<file path="src/rtl/intn_pkg.sv">
package intn_pkg;

    // target select codes carried in the two last-shifted bits
    localparam logic [1:0] SEL_REF  = 2'b00;
    localparam logic [1:0] SEL_LOOP = 2'b01;

    typedef enum logic {
        SW_SWALLOW,
        SW_MAIN
    } sw_state_t;

    typedef enum logic [1:0] {
        PD_IDLE,
        PD_UP,
        PD_DN,
        PD_BOTH
    } pd_state_t;

endpackage

</file>
<file path="src/rtl/intn_serial_load.sv">
module intn_serial_load
    import intn_pkg::*;
#(
    parameter int R_W   = 14,
    parameter int A_W   = 5,
    parameter int B_W   = 13,
    parameter int R_DEF = 384,
    parameter int A_DEF = 2,
    parameter int B_DEF = 5
) (
    input  logic           clk,
    input  logic           rst_n,
    input  logic           sclk_rise,
    input  logic           sdat,
    input  logic           le_rise,
    output logic [R_W-1:0] r_prog,
    output logic [A_W-1:0] a_prog,
    output logic [B_W-1:0] b_prog,
    output logic           prog_err
);

    localparam int PAY_W = (R_W > A_W + B_W) ? R_W : (A_W + B_W);
    localparam int SH_W  = PAY_W + 2;

    logic [SH_W-1:0] shreg;
    logic [1:0]      sel;
    logic [R_W-1:0]  r_new;
    logic [A_W-1:0]  a_new;
    logic [B_W-1:0]  b_new;
    logic [B_W-1:0]  a_new_ext;
    logic [B_W-1:0]  a_prog_ext;
    logic            r_ok;
    logic            ab_ok;

    always_comb begin
        sel        = shreg[1:0];
        r_new      = shreg[R_W+1:2];
        a_new      = shreg[A_W+1:2];
        b_new      = shreg[A_W+B_W+1:A_W+2];
        a_new_ext  = '0;
        a_new_ext[A_W-1:0] = a_new;
        a_prog_ext = '0;
        a_prog_ext[A_W-1:0] = a_prog;
        r_ok       = (r_new != '0);
        ab_ok      = (b_new != '0) && (b_new >= a_new_ext);
    end

    always_ff @(posedge clk or negedge rst_n) begin
        if (!rst_n) begin
            shreg    <= '0;
            r_prog   <= R_W'(R_DEF);
            a_prog   <= A_W'(A_DEF);
            b_prog   <= B_W'(B_DEF);
            prog_err <= 1'b0;
        end else begin
            if (sclk_rise) begin
                shreg <= {shreg[SH_W-2:0], sdat};
            end
            if (le_rise) begin
                if (sel == SEL_REF) begin
                    if (r_ok) begin
                        r_prog   <= r_new;
                        prog_err <= 1'b0;
                    end else begin
                        prog_err <= 1'b1;
                    end
                end else if (sel == SEL_LOOP) begin
                    if (ab_ok) begin
                        a_prog   <= a_new;
                        b_prog   <= b_new;
                        prog_err <= 1'b0;
                    end else begin
                        prog_err <= 1'b1;
                    end
                end
            end
        end
    end


    prog_hold_chk: assert property (@(posedge clk) disable iff (!rst_n)
        !le_rise |=> ($stable(r_prog) && $stable(a_prog) && $stable(b_prog)));


    prog_legal_chk: assert property (@(posedge clk) disable iff (!rst_n)
        (r_prog != '0) && (b_prog != '0) && (b_prog >= a_prog_ext));

endmodule

</file>
<file path="src/rtl/intn_ref_div.sv">
module intn_ref_div #(
    parameter int R_W   = 14,
    parameter int R_DEF = 384
) (
    input  logic           clk,
    input  logic           rst_n,
    input  logic           ref_rise,
    input  logic [R_W-1:0] r_prog,
    output logic           ref_pulse
);

    logic [R_W-1:0] cnt;
    logic [R_W-1:0] r_act;
    logic           at_end;

    always_comb at_end = (cnt == r_act - 1'b1);

    always_ff @(posedge clk or negedge rst_n) begin
        if (!rst_n) begin
            cnt       <= '0;
            r_act     <= R_W'(R_DEF);
            ref_pulse <= 1'b0;
        end else begin
            ref_pulse <= 1'b0;
            if (ref_rise) begin
                if (at_end) begin
                    cnt       <= '0;
                    r_act     <= r_prog;   // adopt at terminal count
                    ref_pulse <= 1'b1;
                end else begin
                    cnt <= cnt + 1'b1;
                end
            end
        end
    end


    refcnt_range_chk: assert property (@(posedge clk) disable iff (!rst_n)
        cnt < r_act);


    ref_single_chk: assert property (@(posedge clk) disable iff (!rst_n)
        ref_pulse |=> !ref_pulse);

endmodule

</file>
<file path="src/rtl/intn_swallow_div.sv">
module intn_swallow_div
    import intn_pkg::*;
#(
    parameter int A_W   = 5,
    parameter int B_W   = 13,
    parameter int A_DEF = 2,
    parameter int B_DEF = 5
) (
    input  logic           clk,
    input  logic           rst_n,
    input  logic           pre_rise,
    input  logic [A_W-1:0] a_prog,
    input  logic [B_W-1:0] b_prog,
    output logic           mod33,
    output logic           fb_pulse
);

    localparam logic [A_W-1:0] A_RST = A_W'(A_DEF);
    localparam logic [B_W-1:0] B_RST = B_W'(B_DEF);
    localparam sw_state_t      S_RST = (A_DEF == 0) ? SW_MAIN : SW_SWALLOW;

    sw_state_t      state, state_nx;
    logic [B_W-1:0] idx, idx_nx;
    logic [A_W-1:0] a_act, a_nx;
    logic [B_W-1:0] b_act, b_nx;
    logic [B_W-1:0] a_ext;
    logic           fb_nx;
    logic           last;

    always_comb begin
        a_ext = '0;
        a_ext[A_W-1:0] = a_act;
        last = (idx == b_act - 1'b1);
    end

    // next-state logic
    always_comb begin
        state_nx = state;
        idx_nx   = idx;
        a_nx     = a_act;
        b_nx     = b_act;
        fb_nx    = 1'b0;
        if (pre_rise) begin
            if (last) begin
                // frame wrap: adopt new values
                idx_nx   = '0;
                a_nx     = a_prog;
                b_nx     = b_prog;
                fb_nx    = 1'b1;
                state_nx = (a_prog == '0) ? SW_MAIN : SW_SWALLOW;
            end else begin
                idx_nx = idx + 1'b1;
                unique case (state)
                    SW_SWALLOW: if (idx_nx == a_ext) state_nx = SW_MAIN; // swallow done
                    SW_MAIN:    state_nx = SW_MAIN;
                endcase
            end
        end
    end

    // state register
    always_ff @(posedge clk or negedge rst_n) begin
        if (!rst_n) begin
            state    <= S_RST;
            idx      <= '0;
            a_act    <= A_RST;
            b_act    <= B_RST;
            fb_pulse <= 1'b0;
        end else begin
            state    <= state_nx;
            idx      <= idx_nx;
            a_act    <= a_nx;
            b_act    <= b_nx;
            fb_pulse <= fb_nx;
        end
    end

    // outputs
    always_comb mod33 = (state == SW_SWALLOW);


    swallow_mod_chk: assert property (@(posedge clk) disable iff (!rst_n)
        mod33 |-> (idx < a_ext));


    active_legal_chk: assert property (@(posedge clk) disable iff (!rst_n)
        (b_act != '0) && (b_act >= a_ext));


    fb_single_chk: assert property (@(posedge clk) disable iff (!rst_n)
        fb_pulse |=> !fb_pulse);

endmodule

</file>
<file path="src/rtl/intn_pfd.sv">
module intn_pfd
    import intn_pkg::*;
(
    input  logic clk,
    input  logic rst_n,
    input  logic ref_pulse,
    input  logic fb_pulse,
    output logic pump_up,
    output logic pump_dn
);

    pd_state_t state, state_nx;

    always_comb begin
        state_nx = state;
        unique case (state)
            PD_IDLE: begin
                if (ref_pulse && fb_pulse) state_nx = PD_BOTH;
                else if (ref_pulse)        state_nx = PD_UP;
                else if (fb_pulse)         state_nx = PD_DN;
            end
            PD_UP:   if (fb_pulse)  state_nx = PD_BOTH;
            PD_DN:   if (ref_pulse) state_nx = PD_BOTH;
            PD_BOTH: state_nx = PD_IDLE;   // clear
        endcase
    end

    always_ff @(posedge clk or negedge rst_n) begin
        if (!rst_n) state <= PD_IDLE;
        else        state <= state_nx;
    end

    always_comb begin
        pump_up = (state == PD_UP) || (state == PD_BOTH);
        pump_dn = (state == PD_DN) || (state == PD_BOTH);
    end


    pfd_clear_chk: assert property (@(posedge clk) disable iff (!rst_n)
        (pump_up && pump_dn) |=> (!pump_up && !pump_dn));


    pfd_up_hold_chk: assert property (@(posedge clk) disable iff (!rst_n)
        (pump_up && !pump_dn && !fb_pulse) |=> (pump_up && !pump_dn));


    pfd_dn_hold_chk: assert property (@(posedge clk) disable iff (!rst_n)
        (pump_dn && !pump_up && !ref_pulse) |=> (pump_dn && !pump_up));

endmodule

</file>
<file path="src/rtl/intn_synth_div.sv">
module intn_synth_div #(
    parameter int R_W   = 14,
    parameter int A_W   = 5,
    parameter int B_W   = 13,
    parameter int R_DEF = 384,
    parameter int A_DEF = 2,
    parameter int B_DEF = 5
) (
    input  logic clk,
    input  logic rst_n,
    input  logic ref_in,
    input  logic pre_in,
    input  logic ser_clk,
    input  logic ser_dat,
    input  logic ser_le,
    output logic mod33,
    output logic ref_div,
    output logic fb_div,
    output logic pump_up,
    output logic pump_dn,
    output logic prog_err
);

    logic ref_q, pre_q, sclk_q, le_q;
    logic ref_rise, pre_rise, sclk_rise, le_rise;
    logic [R_W-1:0] r_prog;
    logic [A_W-1:0] a_prog;
    logic [B_W-1:0] b_prog;

    always_ff @(posedge clk or negedge rst_n) begin
        if (!rst_n) begin
            ref_q  <= 1'b0;
            pre_q  <= 1'b0;
            sclk_q <= 1'b0;
            le_q   <= 1'b0;
        end else begin
            ref_q  <= ref_in;
            pre_q  <= pre_in;
            sclk_q <= ser_clk;
            le_q   <= ser_le;
        end
    end

    always_comb begin
        ref_rise  = ref_in  & ~ref_q;
        pre_rise  = pre_in  & ~pre_q;
        sclk_rise = ser_clk & ~sclk_q;
        le_rise   = ser_le  & ~le_q;
    end

    intn_serial_load #(
        .R_W(R_W), .A_W(A_W), .B_W(B_W),
        .R_DEF(R_DEF), .A_DEF(A_DEF), .B_DEF(B_DEF)
    ) u_load (
        .clk(clk), .rst_n(rst_n),
        .sclk_rise(sclk_rise), .sdat(ser_dat), .le_rise(le_rise),
        .r_prog(r_prog), .a_prog(a_prog), .b_prog(b_prog),
        .prog_err(prog_err)
    );

    intn_ref_div #(.R_W(R_W), .R_DEF(R_DEF)) u_rdiv (
        .clk(clk), .rst_n(rst_n),
        .ref_rise(ref_rise), .r_prog(r_prog), .ref_pulse(ref_div)
    );

    intn_swallow_div #(
        .A_W(A_W), .B_W(B_W), .A_DEF(A_DEF), .B_DEF(B_DEF)
    ) u_ndiv (
        .clk(clk), .rst_n(rst_n),
        .pre_rise(pre_rise), .a_prog(a_prog), .b_prog(b_prog),
        .mod33(mod33), .fb_pulse(fb_div)
    );

    intn_pfd u_pfd (
        .clk(clk), .rst_n(rst_n),
        .ref_pulse(ref_div), .fb_pulse(fb_div),
        .pump_up(pump_up), .pump_dn(pump_dn)
    );

endmodule

</file>
<file path="config.mk">
export PLATFORM = sky130hd
export DESIGN_NAME = intn_synth_div
export DESIGN_NICKNAME = d
export VERILOG_FILES = /design/src/rtl/intn_pkg.sv /design/src/rtl/intn_serial_load.sv /design/src/rtl/intn_ref_div.sv /design/src/rtl/intn_swallow_div.sv /design/src/rtl/intn_pfd.sv /design/src/rtl/intn_synth_div.sv
export SDC_FILE = /design/constraint.sdc
export NUM_CORES = 1
export LEC_CHECK = 0
export BUFFER_PORTS_ARGS = -buffer_cell sky130_fd_sc_hd__buf_2
export CORE_MARGIN = 2
export CORE_UTILIZATION = 28
export CTS_CLUSTER_SIZE = 24
export DETAILED_ROUTE_END_ITERATION = 7
export GPL_ROUTABILITY_DRIVEN = 1
export PLACE_DENSITY = 0.51
export SLEW_MARGIN = 40
export SYNTH_ARGS = -nofsm -noshare
export SYNTH_HDL_FRONTEND = slang
export SYNTH_HIERARCHICAL = 1
export SYNTH_SLANG_ARGS = --single-unit
</file>
<file path="constraint.sdc">
create_clock -name clk -period 3.7 [get_ports clk]
set_input_delay 0 -clock clk [delete_from_list [all_inputs] [get_ports clk]]
set_output_delay 0 -clock clk [all_outputs]
set_load 0.02 [all_outputs]
</file>
==> reports/results.tsv, run 1 <==
metric	value	unit
status	completed	
route.detailed.drc	0	
vias_per_cell	4.80	
end_kind	register	
setup_viol	0	
ys_types	81	
dieArea	25100	um2
swShare	0.298	
track_usage	0.120	
initial_core_util	0.285	
syn_to_final_growth	14.8	%
cts_buffer_depth	2	
syn_area_per_cell	11.0	um2
clkTransAtPathRegs	0.06	ns
grt_antenna_before_repair	0	
die_y	159	um
drt_iter0_drc	196	
diodes	0	
combPwrFrac	0.221	
rr_startpoint	u_ndiv/b_act[1]$_DFFE_PN0P_	
grt_pass1_vias	4646	
cts_tree	built	
grt_max_degree	79	
yosysWarnings	6	
drive_gt1_frac	0.259	
ys_ff_latch	121	
io_buffers	12	
start_kind	register	
power.density	609	nW/um2
drt-pass1-iter-count	4	
netlist_instances	608	
clkPwrFrac	0.356	
rrSetupSlack	0.50	ns
ir_drop	0.315	mV
setup_tns	0	ns
vias	4561	
clock_latency	0.41	ns
core_area	23500	um2
hold_viol	0	
yosysSeqAreaShare	0.455	
syn-cell-area	6690	um2
crit_chain	inv_1 -> ha_1 -> or3b_2 -> nor3_1 -> mux2_2 -> o21ai_0 -> and4_1 -> nand2_4 -> mux2_4	
p_leak	3.41	nW
cts_buffers	17	
cp.arrival	3.48	ns
cts_sinks	121	
max-slew-margin-rel	0.473	
dp_hpwl	10100	um
root_buffer	clkbuf_16	
grt_pass1_wl	23900	um
synth_ff_type	dfrtp_1	
crit_type	reg2reg	
layout_commonest_cell	dfrtp_1	
synth_fp_nets	628	
drv_slew	0	
layout_common_cells	111 x dfrtp_1, 46 x mux2_2, 41 x nand2_1	
antenna_left	0	
htreeDepth	4	
slowest_stage	or3b_2	
async_reset_ff_frac	1.00	
seq_power_share	0.422	
synth_edf_count	0	
routed_wirelength	14100	um
die_w	159	um
worstMarginPinSlew	0.790	ns
hold_path.class	in2async	
wire_per_inst	14.8	um
finalNetCount	639	
rsz0062_at_grt	no	
p_sw	1.39	mW
fin_crit	3.20	ns
required	3.98	ns
postCtsSetupRepairBufs	0	
power	4.67	mW
num_rows	56	
timing.rr.end	u_ndiv/b_act[4]$_DFFE_PN0P_	
grt.overflow.total	0	
drv_cap	0	
place.gp.congestion	0.811	
r2r_cells	9	
ios	13	
fmax	0.313	GHz
min_period_over_period	0.864	
slowest_delay	0.49	ns
internal_power	3.28	mW
fin_util	0.327	
path_max_fanout	17	
finClkSkew	0.0104	ns
layout make-up:
class	count	area [um2]
multi-input combinational	426	3360
timing repair buffer	24	171
tap	319	399
fill	2388	15800
clock buffer	24	482
sequential	121	3040
inverter	29	109
clock inverter	8	118
layer usage:
metal  part of all wire  global-route usage  vias to the layer above
met2               0.48               0.195                       58
met3              0.024              0.0223                       11
met4              0.013              0.0429                        0
met1               0.48               0.160                     2278
li1                   -                   -                     2214
met5                  0                   0                        -
through the flow:
step           worst slack, ns  hold WS [ns]  cells  cell area [um2]
2_1_floorplan            0.829        -0.296    608             6690
3_3_place_gp             0.637         0.126    913             7020
3_5_place_dp             0.506        0.0824    913             7020
4_1_cts                  0.498         0.215    951             7680
5_1_grt                  0.256         0.233    951             7680
6_report                 0.503         0.167    951             7680
logic make-up (layout without fill, tap and decap cells):
| group | count (synthesis) | count (layout) | synth area share |
|---|---|---|---|
| buffers and inverters | 61 | 85 | 0.0430 |
| AO/OA/AOI/OAI | 100 | 100 | 0.109 |
| adder cells (fa/ha/maj) | 13 | 13 | 0.0243 |
| AND/OR/NAND/NOR | 193 | 193 | 0.168 |
| multiplexers | 79 | 79 | 0.148 |
| XOR/XNOR | 41 | 41 | 0.0537 |
| flip-flops | 121 | 121 | 0.455 |
cells in the mapped netlist, types with 3 or more instances:
library cell	number	share of area
nor2_1	34	0.019
nor3b_1	3	0.0034
nor2b_4	4	0.0082
mux2_4	28	0.063
o311ai_1	3	0.0039
a21o_1	4	0.0045
dfstp_2	10	0.039
dfrtp_1	111	0.42
buf_2	6	0.0045
nand3_1	23	0.017
or3_1	6	0.0056
nor3_1	15	0.011
nor4_1	9	0.0084
nand4_1	8	0.0075
mux2_2	46	0.077
o21ai_0	35	0.026
mux2i_1	5	0.0075
a21oi_1	12	0.0090
xor2_1	12	0.016
clkbuf_1	16	0.0090
a31oi_1	5	0.0047
nor4b_1	4	0.0052
o22ai_1	5	0.0047
nor2b_1	5	0.0047
nand2b_1	3	0.0028
ha_1	13	0.024
nand2_1	41	0.023
xnor2_1	29	0.038
o2111ai_1	4	0.0052
inv_1	29	0.016
or4_1	8	0.0090
buf_6	6	0.010
or2_2	6	0.0056
flip-flops by register name (all words and copies together) (netlist names), 2 cells and up:
name and count:
u_ndiv/a_act 5, u_rdiv/r_act 14, u_ndiv/idx 13, u_pfd/state 2
u_rdiv/cnt 14, u_load/b_prog 13, u_ndiv/b_act 13, u_load/r_prog 14
u_load/a_prog 5, u_load/shreg 20
power by group through the flow:
| stage | combinational [mW] | clock [mW] | sequential [mW] |
|---|---|---|---|
| 6_report | 1.04 | 1.67 | 1.97 |
| 3_3_place_gp | 1.00 | 0 | 1.99 |
| 4_1_cts | 1.05 | 1.71 | 1.98 |
| 2_1_floorplan | 0.864 | 0 | 1.86 |
| 3_5_place_dp | 1.04 | 0 | 2.01 |
| 5_1_grt | 1.16 | 1.76 | 2.03 |
critical path: cells and delay by family (launching register included):
kind	cells	cell delay [ns]
flip-flops	1	0.39
AO/OA/AOI/OAI	1	0.23
multiplexers	2	0.72
AND/OR/NAND/NOR	4	1.39
adder cells (fa/ha/maj)	1	0.24
buffers and inverters	1	0.08
what timing repair did:
action                                 4_1_cts  5_1_grt
endpoints found under the hold margin       73        0
hold buffers                                 6        0
resized for setup                            0        0
how the worst max path moves through the flow:
stage | depth (start not counted) | slack, ns | to | startpoint
2_1_floorplan | 11 | 0.83 | u_ndiv/a_act[2]$_DFFE_PN0P_ | u_ndiv/b_act[1]$_DFFE_PN0P_
6_report | 9 | 0.50 | u_ndiv/b_act[4]$_DFFE_PN0P_ | u_ndiv/b_act[1]$_DFFE_PN0P_
4_1_cts | 9 | 0.50 | u_ndiv/b_act[4]$_DFFE_PN0P_ | u_ndiv/b_act[1]$_DFFE_PN0P_
3_3_place_gp | 9 | 0.64 | u_ndiv/b_act[4]$_DFFE_PN0P_ | u_ndiv/b_act[1]$_DFFE_PN0P_
3_5_place_dp | 9 | 0.51 | u_ndiv/b_act[4]$_DFFE_PN0P_ | u_ndiv/b_act[1]$_DFFE_PN0P_
5_1_grt | 9 | 0.26 | u_ndiv/b_act[4]$_DFFE_PN0P_ | u_ndiv/b_act[1]$_DFFE_PN0P_
Power figures use the tool's default switching activity.
==> run 2, diff against run 1 <==
Settings changed: ABC_AREA set to 1, ABC_CLOCK_PERIOD_IN_PS set to 3700.
==> run 2 against run 1 <==
  * Total power shrank 4.3%
  * Worst hold slack gained 0.033 ns
  * Largest power group unchanged
  * Setup slack improved by 0.62 ns
  * Clock power rose by 8%
  * Critical path type unchanged
  * Register-to-register slack gained 0.62 ns
  * Routed wire length up 15%
==> reports/results.tsv, run 2 <==
metric	value	unit
syn_to_final_growth	14.5	%
num_rows	58	
path_common_cell	nand2_1	
finalNetCount	1010	
drt-pass1-iter-count	5	
holdWs	0.200	ns
die_y	164	um
min_period_over_period	0.697	
syn_area_per_cell	7.38	um2
route.detailed.drc	0	
synth_top_area_frac	0.387	
wire_per_inst	12.1	um
drive_gt1_frac	0.127	
ctsHoldBuffers	6	
fmax	0.388	GHz
clkTransAtPathRegs	0.06	ns
dieArea	26900	um2
required	4.00	ns
synth_edf_count	0	
ctsResizeCount	0	
ys_types	42	
fin_crit	2.58	ns
worstMarginPinSlew	0.754	ns
drv_slew	0	
grt_antenna_before_repair	0	
vias	5810	
yosysSeqAreaShare	0.424	
diodes	0	
drv_cap	0	
yosys.cell_count.top_type	nand2_1	
dpl_cell_area	7520	um2
finClkSkew	0.0175	ns
largest_reg_flops	20	
fin_cells	1333	
slowest_delay	0.54	ns
netlist_instances	972	
yosys.area.top_type	dfrtp_1	
max-slew-margin-rel	0.496	
io_buffers	12	
cp.arrival	2.88	ns
fillers	2661	
dp.cells	1295	
crit_chain	inv_1 -> ha_1 -> xnor2_1 -> nor2_1 -> nand2_1 -> nor2_1 -> nand2_1 -> nor2_2 -> nand2_2 -> nor2_4 -> nand2_2 -> nand2_1 -> nand2_1	
synthTopCellsByCount	364 x nand2_1, 120 x inv_1, 111 x dfrtp_1	
ios	13	
grt_pass1_vias	5638	
vias_per_cell	4.36	
ys_ff_latch	121	
ir_drop	0.215	mV
end_kind	register	
dp_hpwl	11500	um
layout_common_cells	364 x nand2_1, 120 x inv_1, 111 x dfrtp_1	
cts_buffer_depth	2	
cts_buffers	17	
initial_core_util	0.285	
setup_tns	0	ns
yosysWarnings	6	
rr_startpoint	u_ndiv/b_act[0]$_DFFE_PN1P_	
crit_type	reg2reg	
hold_path.class	in2async	
synth_area_leaders	dfrtp_1 39%, nand2_1 19%, inv_1 6.3%	
grt_pass1_wl	28300	um
synth_fp_nets	992	
die_w	164	um
slowest_stage	dfstp_2	
rsz0062_at_grt	no	
track_usage	0.132	
fin_area	8210	um2
pre_cts_ws	1.12	ns
antenna_left	0	
routed_wirelength	16200	um
setup_ws	1.12	ns
place.gp.congestion	0.798	
drt_iter0_drc	399	
power	4.47	mW
power.density	545	nW/um2
crit_start	u_ndiv/b_act[0]$_DFFE_PN1P_	
fin_util	0.326	
p_leak	4.28	nW
grt.overflow.total	0	
setup_viol	0	
status	completed	
cts_sinks	121	
layout_commonest_cell	nand2_1	
cts_tree	built	
clock_latency	0.43	ns
grt_max_degree	94	
htreeDepth	4	
core_area	25200	um2
async_reset_ff_frac	1.00	
postCtsSetupRepairBufs	0	
synth_ff_type	dfrtp_1	
syn-cell-area	7170	um2
start_kind	register	
root_buffer	clkbuf_16	
path_max_fanout	18	
top_register	u_load/shreg	
hold_viol	0	
[run 2: changes by cell type in the layout (fill, tap and decap cells not counted), sizes merged, moves of 17 or more]
| cell | previous run | this run |
|---|---|---|
| inv | 29 | 134 |
| xnor2 | 29 | 12 |
| nand2 | 43 | 380 |
| mux2 | 74 | 0 |
| nor2 | 34 | 83 |
| nand3 | 23 | 89 |
[run 2: critical path, delay by kind of cell (launching register included)]
kind	cells	cell delay [ns]
adders and majority gates	1	0.31
DFF	1	0.54
xor gates and xnor gates	1	0.13
buffers and inverters	1	0.07
and+or+nand+nor	10	1.41
[run 2: final cells by class]
type | instances | area [um2] | area share
clock inverters | 15 | 210 | 0.0256
repair buffers | 22 | 160 | 0.0195
flip-flops and latches | 121 | 3040 | 0.370
inverters | 129 | 484 | 0.0590
well taps | 330 | 413 | 0.0503
multi-input cells | 699 | 3480 | 0.424
clock buffers | 17 | 425 | 0.0518
[run 2: cell families after synthesis]
| logic type | synth area share |
|---|---|
| fa+ha+maj | 0.0227 |
| buf+inv | 0.0909 |
| simple gates | 0.373 |
| compound gates | 0.0482 |
| flops | 0.424 |
| xor+xnor | 0.0410 |
[run 2: power breakdown]
part           total (mW)  switching [mW]  internal (mW)
Sequential           1.82           0.241           1.58
Combinational       0.855           0.528          0.327
Clock                1.80           0.661           1.14
[run 2: layer usage]
metal | global-route usage | wire length [um] | part of all wire
met5 | 0 | 0 | 0
met2 | 0.209 | 7240 | 0.45
met3 | 0.0230 | 442 | 0.027
met4 | 0.0459 | 243 | 0.015
met1 | 0.182 | 8250 | 0.51
[run 2: final timing paths]
path                            slack (ns)                            to  cells after the start
worst max-delay path                  1.12   u_ndiv/b_act[8]$_DFFE_PN0P_                     13
worst min-delay path                  0.20    u_pfd/state[1]$_DFFE_PN0P_                      2
worst max register to register        1.12   u_ndiv/b_act[8]$_DFFE_PN0P_                     13
worst min register to register        0.47  u_load/b_prog[2]$_DFFE_PN1P_                      2
max in group asynchronous             2.58  u_load/r_prog[7]$_DFFE_PN1P_                      3
min in group clk                      0.23                le_q$_DFF_PN0_                      2
==> run 3, diff against run 2 <==
Settings changed: ABC_CLOCK_PERIOD_IN_PS 3700 to 2300, PLACE_DENSITY 0.51 to 0.52.
Clock period 3.7 ns to 2.3 ns, I/O delays scaled along.
==> run 3 against run 2 <==
  * Via count increased by 2.2%
  * Worst hold slack got worse by 0.16 ns
  * Highest routed layer unchanged
  * Final cell count increased by 1.4%
==> reports/results.tsv, run 3 (synthesis gave the netlist of run 2 again) <==
metric	value	unit
drt-pass1-iter-count	5	
crit_chain	inv_2 -> ha_2 -> xnor2_1 -> nor2_1 -> nand2_1 -> nor2_1 -> nand2_1 -> nor2_2 -> nand2_2 -> nor2_4 -> buf_12 -> nand2_4 -> nand2_1 -> nand2_1	
finClkSkew	0.00929	ns
hold_viol	0	
fin_crit	2.17	ns
die_w	164	um
status	completed	
p_leak	4.42	nW
setup_viol	0	
root_buffer	clkbuf_16	
clkTransAtPathRegs	0.06	ns
met2_length	7470	um
internal_power	5.13	mW
path_common_cell	nand2_1	
dp_hpwl	12000	um
end_kind	register	
vias_per_cell	4.40	
path_max_fanout	9	
place.gp.congestion	0.808	
cts_sinks	121	
die_y	164	um
met1_length	8710	um
drv_slew	0	
clock_latency	0.41	ns
layout_commonest_cell	nand2_1	
drive_gt1_frac	0.145	
fmax	0.461	GHz
grt_pass1_wl	28900	um
finalNetCount	1028	
initial_core_util	0.285	
crit_type	reg2reg	
seq_power_share	0.393	
fillers	2676	
dp.cells	1308	
io_buffers	12	
wire_per_inst	12.4	um
antenna_left	0	
ios	13	
power.density	873	nW/um2
setup_tns	0	ns
core_area	25200	um2
htreeDepth	4	
route.detailed.drc	0	
rr_startpoint	u_ndiv/b_act[0]$_DFFE_PN1P_	
drt_iter0_drc	409	
num_rows	58	
min_period_over_period	0.943	
rsz0062_at_grt	yes	
routed_wirelength	16800	um
ir_drop	0.568	mV
fin_cells	1351	
grt_pass1_vias	5696	
slowest_stage	dfstp_2	
max-slew-margin-rel	0.690	
drv_cap	0	
slowest_delay	0.56	ns
largest_reg_flops	20	
cts_buffers	17	
p_sw	2.29	mW
hold_path.class	in2async	
start_kind	register	
dieArea	26900	um2
cts_buffer_depth	2	
crit_start	u_ndiv/b_act[0]$_DFFE_PN1P_	
syn_to_final_growth	18.6	%
layout_common_cells	363 x nand2_1, 119 x inv_1, 111 x dfrtp_1	
clkPwrFrac	0.415	
grt.overflow.total	0	
swShare	0.309	
required	2.60	ns
vias	5938	
diodes	0	
worstMarginPinSlew	0.465	ns
cts_tree	built	
top_register	u_load/shreg	
cp.arrival	2.47	ns
wl_met3	482	um
topRoutingLayerUsed	met4	
track_usage	0.134	
combPwrFrac	0.191	
grt_antenna_before_repair	0	
grt_max_degree	51	
==> run 3: cell types whose count changed in the layout (fill, tap and decap cells not counted), sizes merged, moves of 2 or more <==
cell / change
buf: +15
inv: -3
bufinv: +2
clkbuf: +2
nand2: +2
==> run 3: metrics by stage <==
stage | utilization | setup slack [ns] | hold WS, ns | area, um2 | power, mW
final | 0.338 | 0.130 | 0.0370 | 8500 | 7.42
after global routing | 0.338 | -0.0133 | 0.0623 | 8500 | 7.92
after CTS | 0.333 | 0.0249 | 0.0452 | 8380 | 7.51
after detailed placement | 0.304 | 0.0419 | -0.0497 | 7640 | 4.37
after global placement | 0.304 | 0.0701 | -0.0536 | 7640 | 4.36
after floorplan | - | 0.182 | -0.296 | 7170 | 3.93
==> run 3: per-layer routing <==
layer / global-route usage / vias to the layer above
met5: 0 / -
met1: 0.193 / 2732
met3: 0.0192 / 10
met4: 0.0447 / 0
met2: 0.208 / 88
li1: - / 3108
==> run 3: power groups by stage <==
stage | Clock (mW) | Combinational, mW | Sequential [mW]
global placement | 0 | 1.39 | 2.97
CTS | 3.16 | 1.43 | 2.93
finish | 3.08 | 1.42 | 2.92
detailed placement | 0 | 1.41 | 2.96
global route | 3.25 | 1.68 | 2.99
floorplan | 0 | 1.11 | 2.82
==> run 3: final cells by class <==
type | instances | area, um2 | share of cell area
Timing Repair Buffer | 38 | 353 | 0.0415
Inverter | 129 | 484 | 0.0569
Sequential cell | 121 | 3040 | 0.358
Clock inverter | 14 | 243 | 0.0285
Tap cell | 330 | 413 | 0.0486
Clock buffer | 18 | 429 | 0.0505
Multi-Input combinational cell | 701 | 3540 | 0.417
==> run 3: worst paths after layout <==
path                                           endpoint  slack, ns  cells after the start
setup / recovery               u_ndiv/state$_DFFE_PN0P_       0.13                     14
min in group clk                         le_q$_DFF_PN0_       0.24                      2
max in group asynchronous   u_rdiv/r_act[8]$_DFFE_PN1P_       1.54                      3
setup reg to reg               u_ndiv/state$_DFFE_PN0P_       0.13                     14
hold / removal               u_rdiv/cnt[13]$_DFFE_PN0P_       0.04                      2
hold reg to reg            u_load/b_prog[2]$_DFFE_PN1P_       0.46                      2
==> run 3: repair_timing <==
action	CTS	global route
gates resized for setup	0	12
buffers inserted	0	2
hold buffers	6	0
endpoints found under the hold margin	117	0
endpoints found under the setup margin	0	58
==> run 3: worst max-delay path, delay by kind of cell (launching register included) <==
kind	cells	cell delay, ns
xor gates and xnor gates	1	0.12
DFF	1	0.56
and+or+nand+nor	10	0.90
buffers and inverters	2	0.21
adders and majority gates	1	0.27
